[src/rtl/lrcsum_pkg.sv]
package lrcsum_pkg;

   typedef enum logic [1:0] {
      TX_IDLE,
      TX_SEND,
      TX_WAIT
   } tx_state_t;

   // Two's complement of an 8-bit running sum.
   function automatic logic [7:0] lrc_close(input logic [7:0] s);
      return (8'hFF - s) + 8'd1;
   endfunction

endpackage

[src/rtl/lrc_frame_store.sv]
module lrc_frame_store #(
   parameter int DEPTH = 16,
   localparam int IW = (DEPTH > 1) ? $clog2(DEPTH) : 1
) (
   input  logic          clk,
   input  logic          wr_en,
   input  logic [IW-1:0] wr_addr,
   input  logic [7:0]    wr_data,
   input  logic [IW-1:0] rd_addr,
   output logic [7:0]    rd_data
);

   logic [7:0] mem_q [DEPTH];

   always_ff @(posedge clk) begin
      if (wr_en) mem_q[wr_addr] <= wr_data;
   end

   assign rd_data = mem_q[rd_addr];

endmodule

[src/rtl/lrc_tx.sv]
module lrc_tx
   import lrcsum_pkg::*;
#(
   parameter int DEPTH = 16,
   parameter int TW    = 8,
   localparam int AW = $clog2(DEPTH + 1),
   localparam int IW = (DEPTH > 1) ? $clog2(DEPTH) : 1
) (
   input  logic          clk,
   input  logic          rst,
   input  logic [TW-1:0] retry_limit,
   input  logic          in_valid,
   output logic          in_ready,
   input  logic [7:0]    in_data,
   input  logic          in_last,
   input  logic          in_void,
   output logic          tx_valid,
   output logic [7:0]    tx_byte,
   output logic          tx_end,
   output logic          tx_seq,
   input  logic          ack_in,
   input  logic          ack_seq_in
);

   generate
      if (DEPTH < 1 || DEPTH > 255) begin : g_bad_depth
         $error("lrc_tx: DEPTH must lie in 1..255");
      end
      if (TW < 2) begin : g_bad_tw
         $error("lrc_tx: TW must be at least 2");
      end
   endgenerate

   tx_state_t     state;
   logic [AW-1:0] cnt;
   logic [AW-1:0] idx;
   logic [7:0]    sum;
   logic [7:0]    chk;
   logic          seq;
   logic [TW-1:0] timer;
   logic [7:0]    nsum;
   logic [7:0]    rd_data;
   logic          wr_en;

   assign in_ready = (state == TX_IDLE);
   assign tx_seq   = seq;
   assign nsum     = sum + in_data;
   assign wr_en    = in_valid && in_ready && !in_void;

   lrc_frame_store #(.DEPTH(DEPTH)) i_store (
      .clk     (clk),
      .wr_en   (wr_en),
      .wr_addr (cnt[IW-1:0]),
      .wr_data (in_data),
      .rd_addr (idx[IW-1:0]),
      .rd_data (rd_data)
   );

   always_ff @(posedge clk) begin
      if (rst) begin
         state    <= TX_IDLE;
         cnt      <= '0;
         idx      <= '0;
         sum      <= '0;
         chk      <= '0;
         seq      <= 1'b0;
         timer    <= '0;
         tx_valid <= 1'b0;
         tx_byte  <= '0;
         tx_end   <= 1'b0;
      end else begin
         tx_valid <= 1'b0;
         tx_end   <= 1'b0;
         case (state)
            TX_IDLE: begin
               if (in_valid) begin
                  if (!in_void) begin
                     cnt <= cnt + AW'(1);
                     sum <= nsum;
                  end
                  if (in_last) begin
                     chk   <= lrc_close(in_void ? sum : nsum);
                     idx   <= '0;
                     state <= TX_SEND;
                  end
               end
            end
            TX_SEND: begin
               tx_valid <= 1'b1;
               if (idx < cnt) begin
                  tx_byte <= rd_data;
                  idx     <= idx + AW'(1);
               end else begin
                  tx_byte <= chk;
                  tx_end  <= 1'b1;
                  timer   <= '0;
                  state   <= TX_WAIT;
               end
            end
            TX_WAIT: begin
               if (ack_in && (ack_seq_in == seq)) begin
                  seq   <= ~seq;
                  cnt   <= '0;
                  sum   <= '0;
                  state <= TX_IDLE;
               end else if (timer == retry_limit) begin
                  idx   <= '0;
                  state <= TX_SEND;
               end else begin
                  timer <= timer + TW'(1);
               end
            end
            default: state <= TX_IDLE;
         endcase
      end
   end


   busy_gate_chk: assert property (@(posedge clk) disable iff (rst)
      tx_valid |-> !in_ready);


   end_gap_chk: assert property (@(posedge clk) disable iff (rst)
      (tx_valid && tx_end) |=> !tx_valid);


   seq_flip_chk: assert property (@(posedge clk) disable iff (rst)
      (tx_seq != $past(tx_seq)) |-> $past(ack_in));


   frame_fit_chk: assert property (@(posedge clk) disable iff (rst)
      wr_en |-> (cnt < AW'(DEPTH)));

endmodule

[src/rtl/lrc_rx.sv]
module lrc_rx
   import lrcsum_pkg::*;
#(
   parameter bit ZERO_SUM = 1'b1
) (
   input  logic       clk,
   input  logic       rst,
   input  logic       rx_valid,
   input  logic [7:0] rx_byte,
   input  logic       rx_end,
   input  logic       rx_seq,
   output logic       rx_ack,
   output logic       rx_ack_seq,
   output logic       rx_new,
   output logic       rx_sum_err,
   output logic       rx_seq_err
);

   logic [7:0] acc;
   logic       exp_seq;
   logic [7:0] total;
   logic       good;

   assign total = acc + rx_byte;

   generate
      if (ZERO_SUM) begin : g_zero_total
         assign good = (total == 8'h00);
      end else begin : g_recompute
         assign good = (lrc_close(acc) == rx_byte);
      end
   endgenerate

   always_ff @(posedge clk) begin
      if (rst) begin
         acc        <= '0;
         exp_seq    <= 1'b0;
         rx_ack     <= 1'b0;
         rx_ack_seq <= 1'b0;
         rx_new     <= 1'b0;
         rx_sum_err <= 1'b0;
         rx_seq_err <= 1'b0;
      end else begin
         rx_ack     <= 1'b0;
         rx_new     <= 1'b0;
         rx_sum_err <= 1'b0;
         rx_seq_err <= 1'b0;
         if (rx_valid) begin
            if (!rx_end) begin
               acc <= total;
            end else begin
               acc <= '0;
               if (!good) begin
                  rx_sum_err <= 1'b1;
               end else begin
                  rx_ack     <= 1'b1;
                  rx_ack_seq <= rx_seq;
                  if (rx_seq == exp_seq) begin
                     rx_new  <= 1'b1;
                     exp_seq <= ~exp_seq;
                  end else begin
                     rx_seq_err <= 1'b1;
                  end
               end
            end
         end
      end
   end


   err_quiet_chk: assert property (@(posedge clk) disable iff (rst)
      rx_sum_err |-> (!rx_ack && !rx_new));


   err_keep_seq_chk: assert property (@(posedge clk) disable iff (rst)
      rx_sum_err |-> (exp_seq == $past(exp_seq)));


   new_acked_chk: assert property (@(posedge clk) disable iff (rst)
      rx_new |-> (rx_ack && (rx_ack_seq != exp_seq)));


   one_verdict_chk: assert property (@(posedge clk) disable iff (rst)
      $onehot0({rx_new, rx_sum_err, rx_seq_err}));

endmodule

[src/rtl/lrcsum_link.sv]
module lrcsum_link #(
   parameter int DEPTH    = 16,
   parameter int TW       = 8,
   parameter bit ZERO_SUM = 1'b1
) (
   input  logic          clk,
   input  logic          rst,
   input  logic [TW-1:0] retry_limit,
   input  logic          in_valid,
   output logic          in_ready,
   input  logic [7:0]    in_data,
   input  logic          in_last,
   input  logic          in_void,
   output logic          tx_valid,
   output logic [7:0]    tx_byte,
   output logic          tx_end,
   output logic          tx_seq,
   input  logic          ack_in,
   input  logic          ack_seq_in,
   input  logic          rx_valid,
   input  logic [7:0]    rx_byte,
   input  logic          rx_end,
   input  logic          rx_seq,
   output logic          rx_ack,
   output logic          rx_ack_seq,
   output logic          rx_new,
   output logic          rx_sum_err,
   output logic          rx_seq_err
);

   lrc_tx #(.DEPTH(DEPTH), .TW(TW)) i_tx (
      .clk         (clk),
      .rst         (rst),
      .retry_limit (retry_limit),
      .in_valid    (in_valid),
      .in_ready    (in_ready),
      .in_data     (in_data),
      .in_last     (in_last),
      .in_void     (in_void),
      .tx_valid    (tx_valid),
      .tx_byte     (tx_byte),
      .tx_end      (tx_end),
      .tx_seq      (tx_seq),
      .ack_in      (ack_in),
      .ack_seq_in  (ack_seq_in)
   );

   lrc_rx #(.ZERO_SUM(ZERO_SUM)) i_rx (
      .clk        (clk),
      .rst        (rst),
      .rx_valid   (rx_valid),
      .rx_byte    (rx_byte),
      .rx_end     (rx_end),
      .rx_seq     (rx_seq),
      .rx_ack     (rx_ack),
      .rx_ack_seq (rx_ack_seq),
      .rx_new     (rx_new),
      .rx_sum_err (rx_sum_err),
      .rx_seq_err (rx_seq_err)
   );

endmodule

[config.mk]
export PLATFORM = sky130hd
export DESIGN_NAME = lrcsum_link
export DESIGN_NICKNAME = d
export VERILOG_FILES = /design/src/rtl/lrcsum_pkg.sv /design/src/rtl/lrc_frame_store.sv /design/src/rtl/lrc_tx.sv /design/src/rtl/lrc_rx.sv /design/src/rtl/lrcsum_link.sv
export SDC_FILE = /design/constraint.sdc
export NUM_CORES = 1
export LEC_CHECK = 0
export BUFFER_PORTS_ARGS = -buffer_cell sky130_fd_sc_hd__buf_4
export CAP_MARGIN = 20
export CORE_MARGIN = 2
export CORE_UTILIZATION = 65
export CTS_CLUSTER_DIAMETER = 120
export DETAILED_ROUTE_END_ITERATION = 16
export HOLD_SLACK_MARGIN = 0.05
export PLACE_DENSITY = 0.94
export SYNTH_ARGS = -nofsm -noshare
export SYNTH_HDL_FRONTEND = slang
export SYNTH_SLANG_ARGS = --single-unit
[constraint.sdc]
create_clock -name clk -period 4.2 [get_ports clk]
set_input_delay 0.63 -clock clk [delete_from_list [all_inputs] [get_ports clk]]
set_output_delay 0.63 -clock clk [all_outputs]
set_load 0.005 [all_outputs]
==> results.txt <==
The maximum fanout encountered on the critical timing path came out at 19. The switching part of the total power came out at 26.1%. The DRC marker count from the first detailed-route iteration came out at 846. The number of max-slew violations in the final report is 0.

The delay contributed by the slowest stage of the critical path is 0.78 ns. The effective utilization at floorplan came out at 65.9%. The estimated wirelength of the detail-placed design came out at 12900 microns. The number of buffers created by CTS is 17.

The worst hold path begins at rx_seq. In the synthesized netlist the dominant register cell turns out to be edfxtp_1. The via density per instance came out at 6.67. For hold timing, the worst endpoint is i_rx.rx_ack_seq. Based on the critical path, the design can be clocked at up to 358 MHz. The number of buffers added for setup after CTS came out at 0. The post-placement cell area came out at 9150 sq um. The critical path in this run is classified as flop to flop. The top cell types in the final layout, fill and taps aside, are edfxtp_1, dfxtp_1, nor2_1. The pre-antenna-repair detailed-routing pass consisted of 6 iterations. Clock-pin slew was measured on the worst setup and hold paths at 0.07 ns.

The final worst-path cycle share is 66.4%. The horizontal die dimension is 119 microns. The via total after detailed routing is 5879. The aggregate global-route resource usage came out at 29.6%. Broken down by cell family, the worst path's largest delay share belongs to flip-flops. By area, the combinational part of the netlist is dominated by simple AND/OR/NAND/NOR gates. The count of flip-flops with a built-in enable after synthesis is 128. The critical path goes through buf_4, mux4_2, mux2i_1, a21oi_1, a222oi_1, nor2_1.

The number of global-route vias before repair was 5814. The sink count of the clock tree came out at 193. Setup violations remaining at the end of the flow were counted as 0. The die area came out at 14200 sq um. The net count after synthesis came out at 706.

The internal power consumption came out at 3030 uW. The insertion delay of the later-clocked pin in the worst-skew pair came out at 0.44 ns. The initial antenna violation count came out at 0. The simple-gate area share of the yosys netlist is 11.6%.

The global-route wire length before repair came out at 31800 microns. The cell depth of the worst min-delay path is 3. The worst register-to-register path ends at i_tx.tx_byte[2]. The post-synthesis sequential element count is 193. In this run the tool buffered the top-level ports with 50 buffer cells. The hold violation count in the final report came to 0. The shortest clock period the worst path allows after layout is 2.79 ns.

The total DRC errors in the routed layout is 0. The worst register-to-register path has a depth of 6. The cell area power density is 422 nW/um^2. The fraction of the yosys area taken by sequential cells is 59.6%. The number of gates given a new drive strength after cts came out at 0.

The number of placed instances, taps included is 850. The count of placed standard cells in the final layout, fillers left out came out at 882. The routed length per instance is 23.1 microns. The clock network fraction of total power came out at 37.4%. Measured against the total synthesized area, the mux share comes to 10.1%.

The number of core rows is 42. Setup repair after global routing left no endpoint under its margin. The reported net switching power came out at 1070 uW.

The maximum number of pins on one net before global-route repair came out at 53. The total power is 4090 uW. The count of different cell masters after synthesis is 64. The critical path arrival came out at 3.09 ns. The fraction of layout instances using a drive strength above 1 came out at 19.4%.

The worst-case IR drop observed on VDD is 0.000297 V. The area overhead of the layout relative to synthesis came out at 12.4%. The share of the synthesized netlist area taken by xor and xnor gates is 2.84%.

The transition time at the pin with the least slew margin came out at 1.02 ns. The cell with the largest stage delay on the worst path is dfxtp_2. TritonCTS built the clock tree.

The count of warnings emitted by yosys came out at 0. After synthesis, the share of flip-flops with an asynchronous set or reset is 0%. The adder and majority cell fraction of the synthesized area is 4.09%. The vertical die dimension is 119 microns. The quantity of hold-fixing buffers added after cts came out at 0. The compound-cell area share of the yosys netlist came out at 9.70%. The number of buffers and inverters on the critical path is 1. On the final layout, the worst clock skew is 0.0116 ns. The worst setup path is launched from a flop. During I/O placement, the number of pins put on the boundary was 51. The number of H-tree levels came out at 4. In the synthesized netlist, the number of instances is 645. The repair_antennas step left the layout with diodes totalling 0. The combinational cell fraction of total power is 11.2%. Summed over all layers, the routed wires come to 20400 microns. With fillers left out, the area of the finished cells amounts to 9700 sq um.

The maximum count of clock buffers along a single path is 2. The proportion of power drawn by flip-flops and latches is 51.4%. The number of maximum-capacitance violations came out at 0.

The post-synth design cell area is 8630 sq um. The endpoint type of the worst setup path is a flop. For this run the aggregate overflow at the end of global routing stands at 0. After the last flow step, the layout net total stands at 754. The detail route stage leaves a number of antenna-violating nets equal to 0.

The worst max-slew margin expressed relative to the limit came out at 31.7%. The worst reg-to-reg setup slack came out at 1.41 ns. The placeable core area came out at 13100 sq um.

The tightest min-delay check is of the primary input to flop type. Leaving out fill and tap cells, the most frequent cell in the layout is edfxtp_1. The root buffer cell is clkbuf_16. The leakage power total came out at 0.00331 uW.

The data required time at the worst endpoint is 4.50 ns. The flow ran to the end, and the final reports show no timing, DRC or antenna violations. The synthesized area per cell came out at 13.4 sq um. The global placer's final weighted congestion is 0.887. The sum of negative setup slack came out at 0 ns.
-- power groups by stage --
stage,clock (uW),sequential (uW),combinational (uW)
after global routing,1600,2110,499
final,1530,2100,460
after detailed placement,0,2140,440
after floorplan,0,2130,308
after CTS,1530,2100,450
after global placement,0,2140,417
-- per-stage QoR --
step | setup WS (ns) | utilization (%) | hold WS [ns]
finish | 1.41 | 74.1 | 0.483
global route | 1.22 | 74.1 | 0.502
CTS | 1.37 | 74.1 | 0.477
detailed placement | 1.02 | 69.9 | 0.459
global placement | 1.13 | 69.9 | 0.449
floorplan | 1.31 | - | 0.431
-- metal layers --
| layer | up-vias | global-route usage [%] | wire length [microns] |
|---|---|---|---|
| met5 | - | 0 | 0 |
| met1 | 2903 | 39.7 | 7770 |
| met4 | 0 | 11.8 | 728 |
| li1 | 2566 | - | - |
| met2 | 354 | 48.3 | 10200 |
| met3 | 56 | 5.56 | 1710 |
-- sequential cells by signal, summed over array words and instances (netlist names), 2 cells and up, named ones only --
name and count:
i_tx.i_store.mem_q 128, i_tx.state 2, i_tx.cnt 5, i_tx.tx_byte 8, i_rx.acc 8, i_tx.chk 8, i_tx.timer 8, i_tx.sum 8
i_tx.idx 5
-- worst min-delay path, cell delays in order --
cell	delay (ns)
buf_4	0.12
nand2_1	0.05
mux2i_1	0.06
-- worst max path at each step --
stage / from / end / slack (ns) / cells past startpoint
after global routing: flop / i_tx.tx_byte[6] / 1.22 / 6
after detailed placement: rx_byte[0] / i_rx.exp_seq / 1.02 / 9
after floorplan: rx_byte[0] / i_rx.exp_seq / 1.31 / 8
after CTS: flop / i_tx.tx_byte[2] / 1.37 / 6
after global placement: rx_byte[0] / i_rx.exp_seq / 1.13 / 9
final: flop / i_tx.tx_byte[2] / 1.41 / 6
-- layout make-up --
type / instances / area (sq um)
flip-flops and latches: 193 / 5150
fillers: 725 / 3390
multi-input cells: 413 / 3310
repair buffers: 58 / 435
clock buffers: 18 / 429
well taps: 176 / 220
clock inverters: 14 / 123
inverters: 10 / 37.5
-- Yosys cell counts, types with 13 or more instances --
master | number | area share [%]
edfxtp_1 | 128 | 45
dfxtp_1 | 65 | 15
nor2_1 | 60 | 2.6
a21oi_1 | 39 | 2.3
nand2_1 | 33 | 1.4
mux4_2 | 32 | 8.4
ha_1 | 25 | 3.6
xnor2_1 | 21 | 2.1
a211oi_1 | 18 | 1.6
clkbuf_1 | 18 | 0.78
nor2b_1 | 18 | 1.3
mux2i_1 | 13 | 1.5
-- cells by family after synthesis --
kind of cell	after synthesis
XOR/XNOR	28
AND/OR/NAND/NOR	189
buffers and inverters	39
multiplexers	47
AO/OA/AOI/OAI	122
adder cells (fa/ha/maj)	27
flip-flops	193
(Power assumes the default switching activity.)
